--- src/rtl/knock_pkg.sv ---
package knock_pkg;

    typedef enum logic [2:0] {
        ST_IDLE = 3'd0,
        ST_K1   = 3'd1,
        ST_K2   = 3'd2,
        ST_K3   = 3'd3,
        ST_OPEN = 3'd4
    } flow_state_e;

endpackage

--- src/rtl/knock_transition.sv ---
// Shared transition table: (state, port) -> (next state, verdict).
module knock_transition
    import knock_pkg::*;
#(
    parameter int PORT_W       = 16,
    parameter int KNOCK_0      = 5123,
    parameter int KNOCK_1      = 6234,
    parameter int KNOCK_2      = 7345,
    parameter int KNOCK_3      = 8456,
    parameter int SERVICE_PORT = 22
) (
    input  flow_state_e       cur_state,
    input  logic [PORT_W-1:0] dst_port,
    output flow_state_e       next_state,
    output logic              forward
);

    localparam logic [PORT_W-1:0] P_K0  = PORT_W'(KNOCK_0);
    localparam logic [PORT_W-1:0] P_K1  = PORT_W'(KNOCK_1);
    localparam logic [PORT_W-1:0] P_K2  = PORT_W'(KNOCK_2);
    localparam logic [PORT_W-1:0] P_K3  = PORT_W'(KNOCK_3);
    localparam logic [PORT_W-1:0] P_SVC = PORT_W'(SERVICE_PORT);

    always_comb begin
        next_state = ST_IDLE;
        forward    = 1'b0;
        unique case (cur_state)
            ST_IDLE: next_state = (dst_port == P_K0) ? ST_K1   : ST_IDLE;
            ST_K1:   next_state = (dst_port == P_K1) ? ST_K2   : ST_IDLE;
            ST_K2:   next_state = (dst_port == P_K2) ? ST_K3   : ST_IDLE;
            ST_K3:   next_state = (dst_port == P_K3) ? ST_OPEN : ST_IDLE;
            ST_OPEN: begin
                next_state = ST_OPEN;
                forward    = (dst_port == P_SVC);
            end
            default: next_state = ST_IDLE;
        endcase
    end

endmodule

--- src/rtl/knock_state_table.sv ---
// Associative per-flow state store with lowest-free allocation and
// round-robin eviction when full.
module knock_state_table
    import knock_pkg::*;
#(
    parameter int DEPTH = 16,
    parameter int KEY_W = 32,
    parameter int IDX_W = $clog2(DEPTH)
) (
    input  logic             clk,
    input  logic             rst_n,
    // lookup
    input  logic [KEY_W-1:0] lk_key,
    output logic             lk_hit,
    output logic [IDX_W-1:0] lk_idx,
    output flow_state_e      lk_state,
    // allocation target
    output logic [IDX_W-1:0] alloc_idx,
    // write-back
    input  logic             wr_en,
    input  logic             wr_alloc,
    input  logic [IDX_W-1:0] wr_idx,
    input  logic [KEY_W-1:0] wr_key,
    input  flow_state_e      wr_state
);

    logic             ent_vld [DEPTH];
    logic [KEY_W-1:0] ent_key [DEPTH];
    flow_state_e      ent_st  [DEPTH];
    logic [DEPTH-1:0] match_vec;
    logic [IDX_W-1:0] free_idx;
    logic             full;
    logic [IDX_W-1:0] rr_q;

    for (genvar g = 0; g < DEPTH; g++) begin : g_ent
        assign match_vec[g] = ent_vld[g] && (ent_key[g] == lk_key);

        always_ff @(posedge clk or negedge rst_n) begin
            if (!rst_n) begin
                ent_vld[g] <= 1'b0;
                ent_key[g] <= '0;
                ent_st[g]  <= ST_IDLE;
            end else if (wr_en && (wr_idx == IDX_W'(g))) begin
                ent_vld[g] <= 1'b1;
                ent_key[g] <= wr_key;
                ent_st[g]  <= wr_state;
            end
        end
    end

    always_comb begin
        lk_hit = 1'b0;
        lk_idx = '0;
        for (int i = DEPTH - 1; i >= 0; i--) begin
            if (match_vec[i]) begin
                lk_hit = 1'b1;
                lk_idx = IDX_W'(i);
            end
        end
        lk_state = lk_hit ? ent_st[lk_idx] : ST_IDLE;
    end

    always_comb begin
        full     = 1'b1;
        free_idx = '0;
        for (int i = DEPTH - 1; i >= 0; i--) begin
            if (!ent_vld[i]) begin
                full     = 1'b0;
                free_idx = IDX_W'(i);
            end
        end
        alloc_idx = full ? rr_q : free_idx;
    end

    always_ff @(posedge clk or negedge rst_n) begin
        if (!rst_n) begin
            rr_q <= '0;
        end else if (wr_en && wr_alloc && full) begin
            rr_q <= (rr_q == IDX_W'(DEPTH - 1)) ? '0 : rr_q + 1'b1;
        end
    end

endmodule

--- src/rtl/knock_filter.sv ---
// Two-stage per-flow knock filter: lookup in the accept cycle,
// transition and write-back in the next, verdict registered.
module knock_filter
    import knock_pkg::*;
#(
    parameter int DEPTH        = 16,
    parameter int KEY_W        = 32,
    parameter int PORT_W       = 16,
    parameter int KNOCK_0      = 5123,
    parameter int KNOCK_1      = 6234,
    parameter int KNOCK_2      = 7345,
    parameter int KNOCK_3      = 8456,
    parameter int SERVICE_PORT = 22
) (
    input  logic              clk,
    input  logic              rst_n,
    input  logic              pkt_valid,
    output logic              pkt_ready,
    input  logic [KEY_W-1:0]  pkt_src_addr,
    input  logic [PORT_W-1:0] pkt_dst_port,
    output logic              dec_valid,
    output logic              dec_forward
);

    localparam int IDX_W = $clog2(DEPTH);

    // table lookup result (raw)
    logic             tbl_hit;
    logic [IDX_W-1:0] tbl_idx;
    flow_state_e      tbl_state;
    logic [IDX_W-1:0] alloc_idx;

    // lookup result after hazard forwarding
    logic             lk_hit;
    logic [IDX_W-1:0] lk_idx;
    flow_state_e      lk_state;

    // transition stage registers
    logic              s1_valid;
    logic [KEY_W-1:0]  s1_key;
    logic [PORT_W-1:0] s1_port;
    logic              s1_hit;
    logic [IDX_W-1:0]  s1_idx;
    flow_state_e       s1_state;

    flow_state_e      nxt_state;
    logic             nxt_fwd;
    logic             do_write;
    logic [IDX_W-1:0] wr_idx;
    logic             accept;

    assign accept = pkt_valid && pkt_ready;

    knock_state_table #(
        .DEPTH (DEPTH),
        .KEY_W (KEY_W),
        .IDX_W (IDX_W)
    ) u_table (
        .clk       (clk),
        .rst_n     (rst_n),
        .lk_key    (pkt_src_addr),
        .lk_hit    (tbl_hit),
        .lk_idx    (tbl_idx),
        .lk_state  (tbl_state),
        .alloc_idx (alloc_idx),
        .wr_en     (do_write),
        .wr_alloc  (!s1_hit),
        .wr_idx    (wr_idx),
        .wr_key    (s1_key),
        .wr_state  (nxt_state)
    );

    knock_transition #(
        .PORT_W       (PORT_W),
        .KNOCK_0      (KNOCK_0),
        .KNOCK_1      (KNOCK_1),
        .KNOCK_2      (KNOCK_2),
        .KNOCK_3      (KNOCK_3),
        .SERVICE_PORT (SERVICE_PORT)
    ) u_xfsm (
        .cur_state  (s1_state),
        .dst_port   (s1_port),
        .next_state (nxt_state),
        .forward    (nxt_fwd)
    );

    // write-back: existing entries always updated, new ones only on leaving idle
    assign do_write = s1_valid && (s1_hit || (nxt_state != ST_IDLE));
    assign wr_idx   = s1_hit ? s1_idx : alloc_idx;

    // hazard forwarding past the pending write
    always_comb begin
        lk_hit   = tbl_hit;
        lk_idx   = tbl_idx;
        lk_state = tbl_state;
        if (do_write && (s1_key == pkt_src_addr)) begin
            lk_hit   = 1'b1;
            lk_idx   = wr_idx;
            lk_state = nxt_state;
        end else if (do_write && tbl_hit && (tbl_idx == wr_idx)) begin
            // entry being overwritten by another flow: stale hit
            lk_hit   = 1'b0;
            lk_idx   = '0;
            lk_state = ST_IDLE;
        end
    end

    // state register process
    always_ff @(posedge clk or negedge rst_n) begin
        if (!rst_n) begin
            s1_valid <= 1'b0;
            s1_key   <= '0;
            s1_port  <= '0;
            s1_hit   <= 1'b0;
            s1_idx   <= '0;
            s1_state <= ST_IDLE;
        end else begin
            s1_valid <= accept;
            if (accept) begin
                s1_key   <= pkt_src_addr;
                s1_port  <= pkt_dst_port;
                s1_hit   <= lk_hit;
                s1_idx   <= lk_idx;
                s1_state <= lk_state;
            end
        end
    end

    // output process
    always_ff @(posedge clk or negedge rst_n) begin
        if (!rst_n) begin
            pkt_ready   <= 1'b0;
            dec_valid   <= 1'b0;
            dec_forward <= 1'b0;
        end else begin
            pkt_ready   <= 1'b1;
            dec_valid   <= s1_valid;
            dec_forward <= s1_valid && nxt_fwd;
        end
    end

endmodule

--- config.mk ---
export PLATFORM = sky130hd
export DESIGN_NAME = knock_filter
export DESIGN_NICKNAME = d
export VERILOG_FILES = /design/src/rtl/knock_pkg.sv /design/src/rtl/knock_transition.sv /design/src/rtl/knock_state_table.sv /design/src/rtl/knock_filter.sv
export SDC_FILE = /design/constraint.sdc
export NUM_CORES = 2
export LEC_CHECK = 0
export BUFFER_PORTS_ARGS = -buffer_cell sky130_fd_sc_hd__buf_2
export CAP_MARGIN = 20
export CORE_UTILIZATION = 55
export DETAILED_ROUTE_END_ITERATION = 16
export PLACE_DENSITY_LB_ADDON = 0.15
export SYNTH_ARGS = -nofsm -noshare
export SYNTH_HDL_FRONTEND = slang
export SYNTH_SLANG_ARGS = --single-unit
--- constraint.sdc ---
create_clock -name clk -period 4.2 [get_ports clk]
set_input_delay 0.63 -clock clk [delete_from_list [all_inputs] [get_ports clk]]
set_output_delay 0.63 -clock clk [all_outputs]
set_load 0.005 [all_outputs]
; ---- After elaboration in Yosys (flattened, before gate mapping)
; Index checks and enable logic that the tools add are counted.
[op_classes]
n_mux = 83
eq_ne = 43
n_bitwise = 1
magnitude_cmp = 1
reduce_logical = 45
addsub = 1
[ops]
columns = operator, n
row1 = $eq 32x32->1, 17
row2 = $mux 4, 37
row3 = $eq 16x13->1 const B, 3
row4 = $logic_and 1x1->1, 40
row5 = $eq 4x4->1 const B, 9
row6 = $mux 1, 36
row7 = $mux 3, 6
row8 = $eq 16x14->1 const B, 1
row9 = $eq 16x5->1 const B, 1
row10 = $eq 4x3->1 const B, 4
row11 = $pmux 3 s5, 1
row12 = $bmux 3 s4, 1
row13 = $eq 4x2->1 const B, 2
row14 = $eq 3x2->1 const B, 2
row15 = $ge 5x5->1 const B, 1
row16 = $not 4->5, 1
row17 = $add 4x1->4 const B, 1
row18 = $eq 4x1->1 const B, 1
row19 = $eq 4x4->1, 1
row20 = $logic_not 4->1, 1
row21 = $mux 2, 2
row22 = $eq 3x1->1 const B, 1
row23 = $eq 3x3->1 const B, 1
row24 = $logic_not 3->1, 1
row25 = other kinds (3), 3
[totals]
ff_bits = 640
out_inout_bits = 3

; ---- Logic depth before layout (Yosys ltp)
[depth]
depth_word = 25
ltp_mapped = 15
mapped_depth_nobuf = 12

; ---- Modules after synthesis
; Synthesis repeated with hierarchy kept, for this count alone.
[unflattened]
hier_cells = 2524
area_unflattened_um2 = 31480.2
[modules_own_cells]
columns = mod, cells_each, seq_area_each_um2, area_per_inst_um2, instances
row1 = knock_state_table, 2190, 14513.9, 28486.1, 1
row2 = knock_filter, 308, 1501.4, 2811.4, 1
row3 = knock_transition, 26, 0.0, 182.7, 1

; ---- Least setup slack after synthesis
; Ideal clock, no wire load.
[synth_timing]
path_kind = input -> register
start = input pkt_src_addr[0]
end = register s1_state[2]
path_slack_ns = 0.407
t_required_ns = 4.074
path_stages = 13
arrival_ns = 3.668
cell_sequence = buf_2 xor2_1 nor4_2 nand4_1 or4_4 nand2_1 a311oi_1 o41ai_4 mux4_2 and2b_1 a211oi_1 a21o_1 o21ai_2
[synth_via]
elab_chain_cells = 25
word_cells_on_any_way = 76
cone_classes = 18 x eq/ne / 38 x mux / 1 x bitwise / 19 x reduce/logical
[synth_lines]
columns = element, line
row1 = start: declaration, knock_filter.sv:19  ; input logic [KEY_W-1:0] pkt_src_addr,
row2 = $eq 32x32->1, knock_state_table.sv:36  ; assign match_vec[g] = ent_vld[g] && (ent_key[g] == lk_key);
row3 = $logic_and 1x1->1, knock_state_table.sv:36
row4 = $mux 4 (16 in series), knock_state_table.sv:55  ; if (match_vec[i]) begin
row5 = $not 4->5 (implied by the code), knock_state_table.sv:60  ; lk_state = lk_hit ? ent_st[lk_idx] : ST_IDLE;
row6 = $bmux 3 s4, knock_state_table.sv:60
row7 = $mux 3 (implied by the code) (2 in series), knock_state_table.sv:60
row8 = $mux 3, knock_state_table.sv:60
row9 = $mux 3, knock_filter.sv:100  ; end else if (do_write && tbl_hit && (tbl_idx == wr_idx)) begin
row10 = $mux 3 *, knock_filter.sv:96  ; if (do_write && (s1_key == pkt_src_addr)) begin
row11 = end signal: assignment, knock_filter.sv:124  ; s1_state <= lk_state;
row12 = end: declaration, knock_filter.sv:44  ; flow_state_e s1_state;
; Mark *: on every way between the ends. The rest lies on a longest branch, timed or not. The select of a mux whose other input is x is not followed.
; A chain may end at the register's enable or synchronous reset.

; ---- Worst setup path in the final report
[layout_timing]
start = input pkt_src_addr[27]
end = register s1_state[0]
; Same word-level chain as after synthesis.

==> results.py <==
metrics = {
    "power_and_ir_drop": {
        "total_switching_power_mw": 4.82,
        "total_power_mw": 16.3,
        "power_report.internal_total_mw": 11.5,
        "power.density_nw_per_um2": 430,
        "power_switching_share": 0.295,
        "share_comb_of_total_power": 0.171,
        "static-leakage-power_nw": 18.8,
        "power_frac_clock": 0.402,
        "share_seq_of_total_power": 0.428,
        "vdd_ir_drop_max_mv": 0.378,
    },
    "layout": {
        "area.growth.synth_to_final_pct": 15.6,
        "final_common_cell": "dfrtp_1",
        "utilization": 0.644,
        "leading_cell_types_in_the_layout_fill_and_taps_excluded": "dfrtp_1 (640), nand2_1 (612), xor2_1 (468), mux2_2 (389), buf_4 (221)",
        "drive_above_1_share": 0.260,
        "fin_nets": 3290,
        "final_area_sq_um": 38000,
    },
    "timing": {
        "max_freq_mhz": 244,
        "hold_viol": 0,
        "grt_setup_unrepaired": "no",
        "timing.max_slew.rel_slack": 0.336,
        "layout_worst_path_cycle_share": 0.977,
        "report.final.setup_viol": 0,
        "timing_worst_slew_pin_value_ns": 0.996,
        "timing.final.max_slew_violations": 0,
        "finClkSkew_ns": 0.0192,
        "period_minus_slack_ns": 4.10,
        "setup_total_negative_slack_ns": 0,
    },
    "cts": {
        "clock_tree.htree_level_count": 3,
        "clock-sinks": 640,
        "cts_hold_buf": 0,
        "gates_resized_cts_repair": 0,
        "cts_buffer_depth": 3,
        "clk_latency_ns": 0.63,
        "cts_buffers": 73,
        "cts_root_buffer": "clkbuf_16",
        "cts_tree": "built",
        "clkTransAtPathRegs_ns": 0.06,
        "cts.repair_timing.setup_buffer_count": 0,
    },
    "worst_setup_path": {
        "setup_slack_on_the_worst_flop_to_flop_path_ns": 0.18,
        "crit-reg2reg-capture": "s1_state[0]$_DFFE_PN0P_",
        "critPathCaptureType": "flop",
        "crit_slowest_cell": "nor3_1",
        "crit_required_ns": 4.75,
        "critPathKind": "input pin to flop",
        "crit_path_start_kind": "input pin",
        "critical-path-top-cell-by-count": "buf_4",
        "path_cells": "buf_2, buf_4, buf_12, xor2_1, buf_4, nor4_1, nand4b_1, nor3_1, a211oi_1, o221ai_1, o21ai_1, buf_4, mux4_2, nor2_1, a21oi_1, mux2_1, o21ai_1",
        "reg2reg_from": "u_table.ent_key[35]$_DFFE_PN0P_",
        "buffer_and_inverter_count_on_the_worst_path": 5,
        "max_stage_delay_ns": 0.56,
        "r2r.worst_path.cells": 13,
        "cp.arrival_ns": 4.66,
        "critical-path-top-delay-family": "simple AND/OR/NAND/NOR gates",
        "worstPathMaxFanout": 7,
    },
    "floorplan": {
        "ios": 54,
        "floorplan.rows": 89,
        "coreArea_sq_um": 59000,
        "die_h_um": 246,
        "initial_utilization": 0.557,
        "dieWidth_um": 246,
        "design.die.area_sq_um": 60700,
    },
    "logic_synthesis": {
        "ys_seq_area_frac": 0.487,
        "dominantRegCellSynth": "dfrtp_1",
        "synth.avg_cell_area_sq_um": 10.7,
        "synthesis.area_sq_um": 32900,
        "edff_count_synth": 0,
        "synth-warning-count": 0,
        "ys_types": 66,
        "postSynthCellCount": 3069,
        "async_reset_ff_frac": 1.00,
        "register_bit_count_reported_by_yosys": 640,
        "nets_in_the_synthesized_netlist": 3121,
    },
    "routing": {
        "drt_drc_violations_left": 0,
        "detailroute.via_count": 25423,
        "drt-total-wl_um": 123000,
        "vias_per_cell": 6.25,
        "post_drt_wl_per_cell_um": 30.3,
        "antenna_violating_nets_left": 0,
        "first_drt_iteration_drcs": 2737,
        "detail_route.first_pass.iterations": 5,
    },
    "flow_run": {
        "max-cap-violations": 0,
    },
    "global_routing": {
        "grt_pass1_wl_um": 176000,
        "most_used_routing_layer": "met2",
        "via_count_of_the_first_global_routing_pass": 25170,
        "grt_util_met2": 0.621,
        "grt_util_all_layers": 0.410,
        "antenna_violations_before_repair": 3,
        "grtUsageMet1": 0.539,
        "gr-usage-met3": 0.0907,
        "grt_overflow_total": 0,
        "grt_start_max_net_pins": 101,
    },
    "status": {
        "run_status": "finished, final reports clean",
    },
    "placement": {
        "count_of_input_and_output_buffers": 53,
        "dp.final_hpwl_um": 82700,
        "gp_congestion": 1.00,
        "placed_cell_area_sq_um": 35500,
    },
    "hold_path": {
        "min-delay-path-class": "input pin to asynchronous set/reset pin",
    },
}
layer usage:
metal	vias to the layer above	wire length [um]	part of all wire
met2	1258	54700	0.44
met1	12972	49400	0.40
met5	-	11	0.000089
met4	2	8390	0.068
li1	10805	-	-
met3	386	10600	0.086
cells in the mapped netlist (all sizes together), types with 5 or more instances:
master,instances,area [sq um]
xnor2,81,709
nand3b,6,45.0
nor4b,18,158
clkbuf,117,439
nand3,37,185
nor2,52,195
mux2,390,4390
nor3,30,150
a21oi,19,98.9
or4,13,101
mux2i,33,330
xor2,468,4100
or2,9,56.3
or3,12,75.1
nand4,56,350
dfrtp,640,16000
inv,28,105
nor4,191,1200
nand2,614,2310
mux4,5,113
buf,102,667
nand4b,25,219
nand2b,17,106
o21ai,54,274
registers in the layout, summed over array words and instances (netlist names), 3 cells and up:
register and flops:
u_table.rr_q 4, s1_idx 4, s1_key 32, u_table.ent_vld 16, u_table.ent_key 512, s1_state 3
u_table.ent_st 48, s1_port 16
cell type report:
class                           instances  area, sq um
Fill cell                            4765        21000
Sequential cell                       640        16000
Multi-Input combinational cell       2182        15700
Timing Repair Buffer                  313         2700
Clock buffer                          110         2240
Tap cell                              773          967
Clock inverter                         19          201
Inverter                               28          105
Antenna cell                            1         2.50
worst max path at each step:
| stage | start | end | slack (ns) | depth (start not counted) |
|---|---|---|---|---|
| floorplan | pkt_src_addr[0] | s1_state[2]$_DFFE_PN0P_ | 0.41 | 13 |
| global placement | pkt_src_addr[20] | s1_state[2]$_DFFE_PN0P_ | -0.41 | 15 |
| detailed placement | pkt_src_addr[20] | s1_state[2]$_DFFE_PN0P_ | -0.41 | 15 |
| CTS | pkt_src_addr[20] | s1_state[2]$_DFFE_PN0P_ | 0.24 | 15 |
| global route | pkt_src_addr[27] | s1_state[0]$_DFFE_PN0P_ | 0.02 | 18 |
| finish | pkt_src_addr[27] | s1_state[0]$_DFFE_PN0P_ | 0.1 | 17 |
through the flow:
stage / hold WS (ns) / setup WS (ns) / instances
2_1_floorplan: 0.334 / 0.407 / 3069
3_3_place_gp: 0.459 / -0.408 / 3934
3_5_place_dp: 0.455 / -0.407 / 3934
4_1_cts: 0.122 / 0.236 / 4063
5_1_grt: 0.120 / 0.0185 / 4066
6_report: 0.0584 / 0.0955 / 4066
power groups by stage:
stage / clock network, mW / logic (mW) / registers, mW
6_report: 6.56 / 2.79 / 6.98
3_5_place_dp: 0 / 2.70 / 7.07
3_3_place_gp: 0 / 2.68 / 7.04
2_1_floorplan: 0 / 1.50 / 6.96
5_1_grt: 6.83 / 2.89 / 7.01
4_1_cts: 6.61 / 2.72 / 6.96
kinds of logic (layout without fill, tap and decap cells):
| family | after synthesis | count (layout) | synth area share |
|---|---|---|---|
| adders and majority gates | 1 | 1 | 0.000381 |
| muxes | 428 | 428 | 0.147 |
| AOI/OAI and AO/OA | 110 | 110 | 0.0223 |
| buffers and inverters | 247 | 470 | 0.0368 |
| xor gates and xnor gates | 549 | 549 | 0.146 |
| and+or+nand+nor | 1093 | 1093 | 0.160 |
| DFF | 640 | 640 | 0.487 |
| other | 1 | 2 | 0.000114 |
No activity file was read; power rests on OpenSTA's default activity.
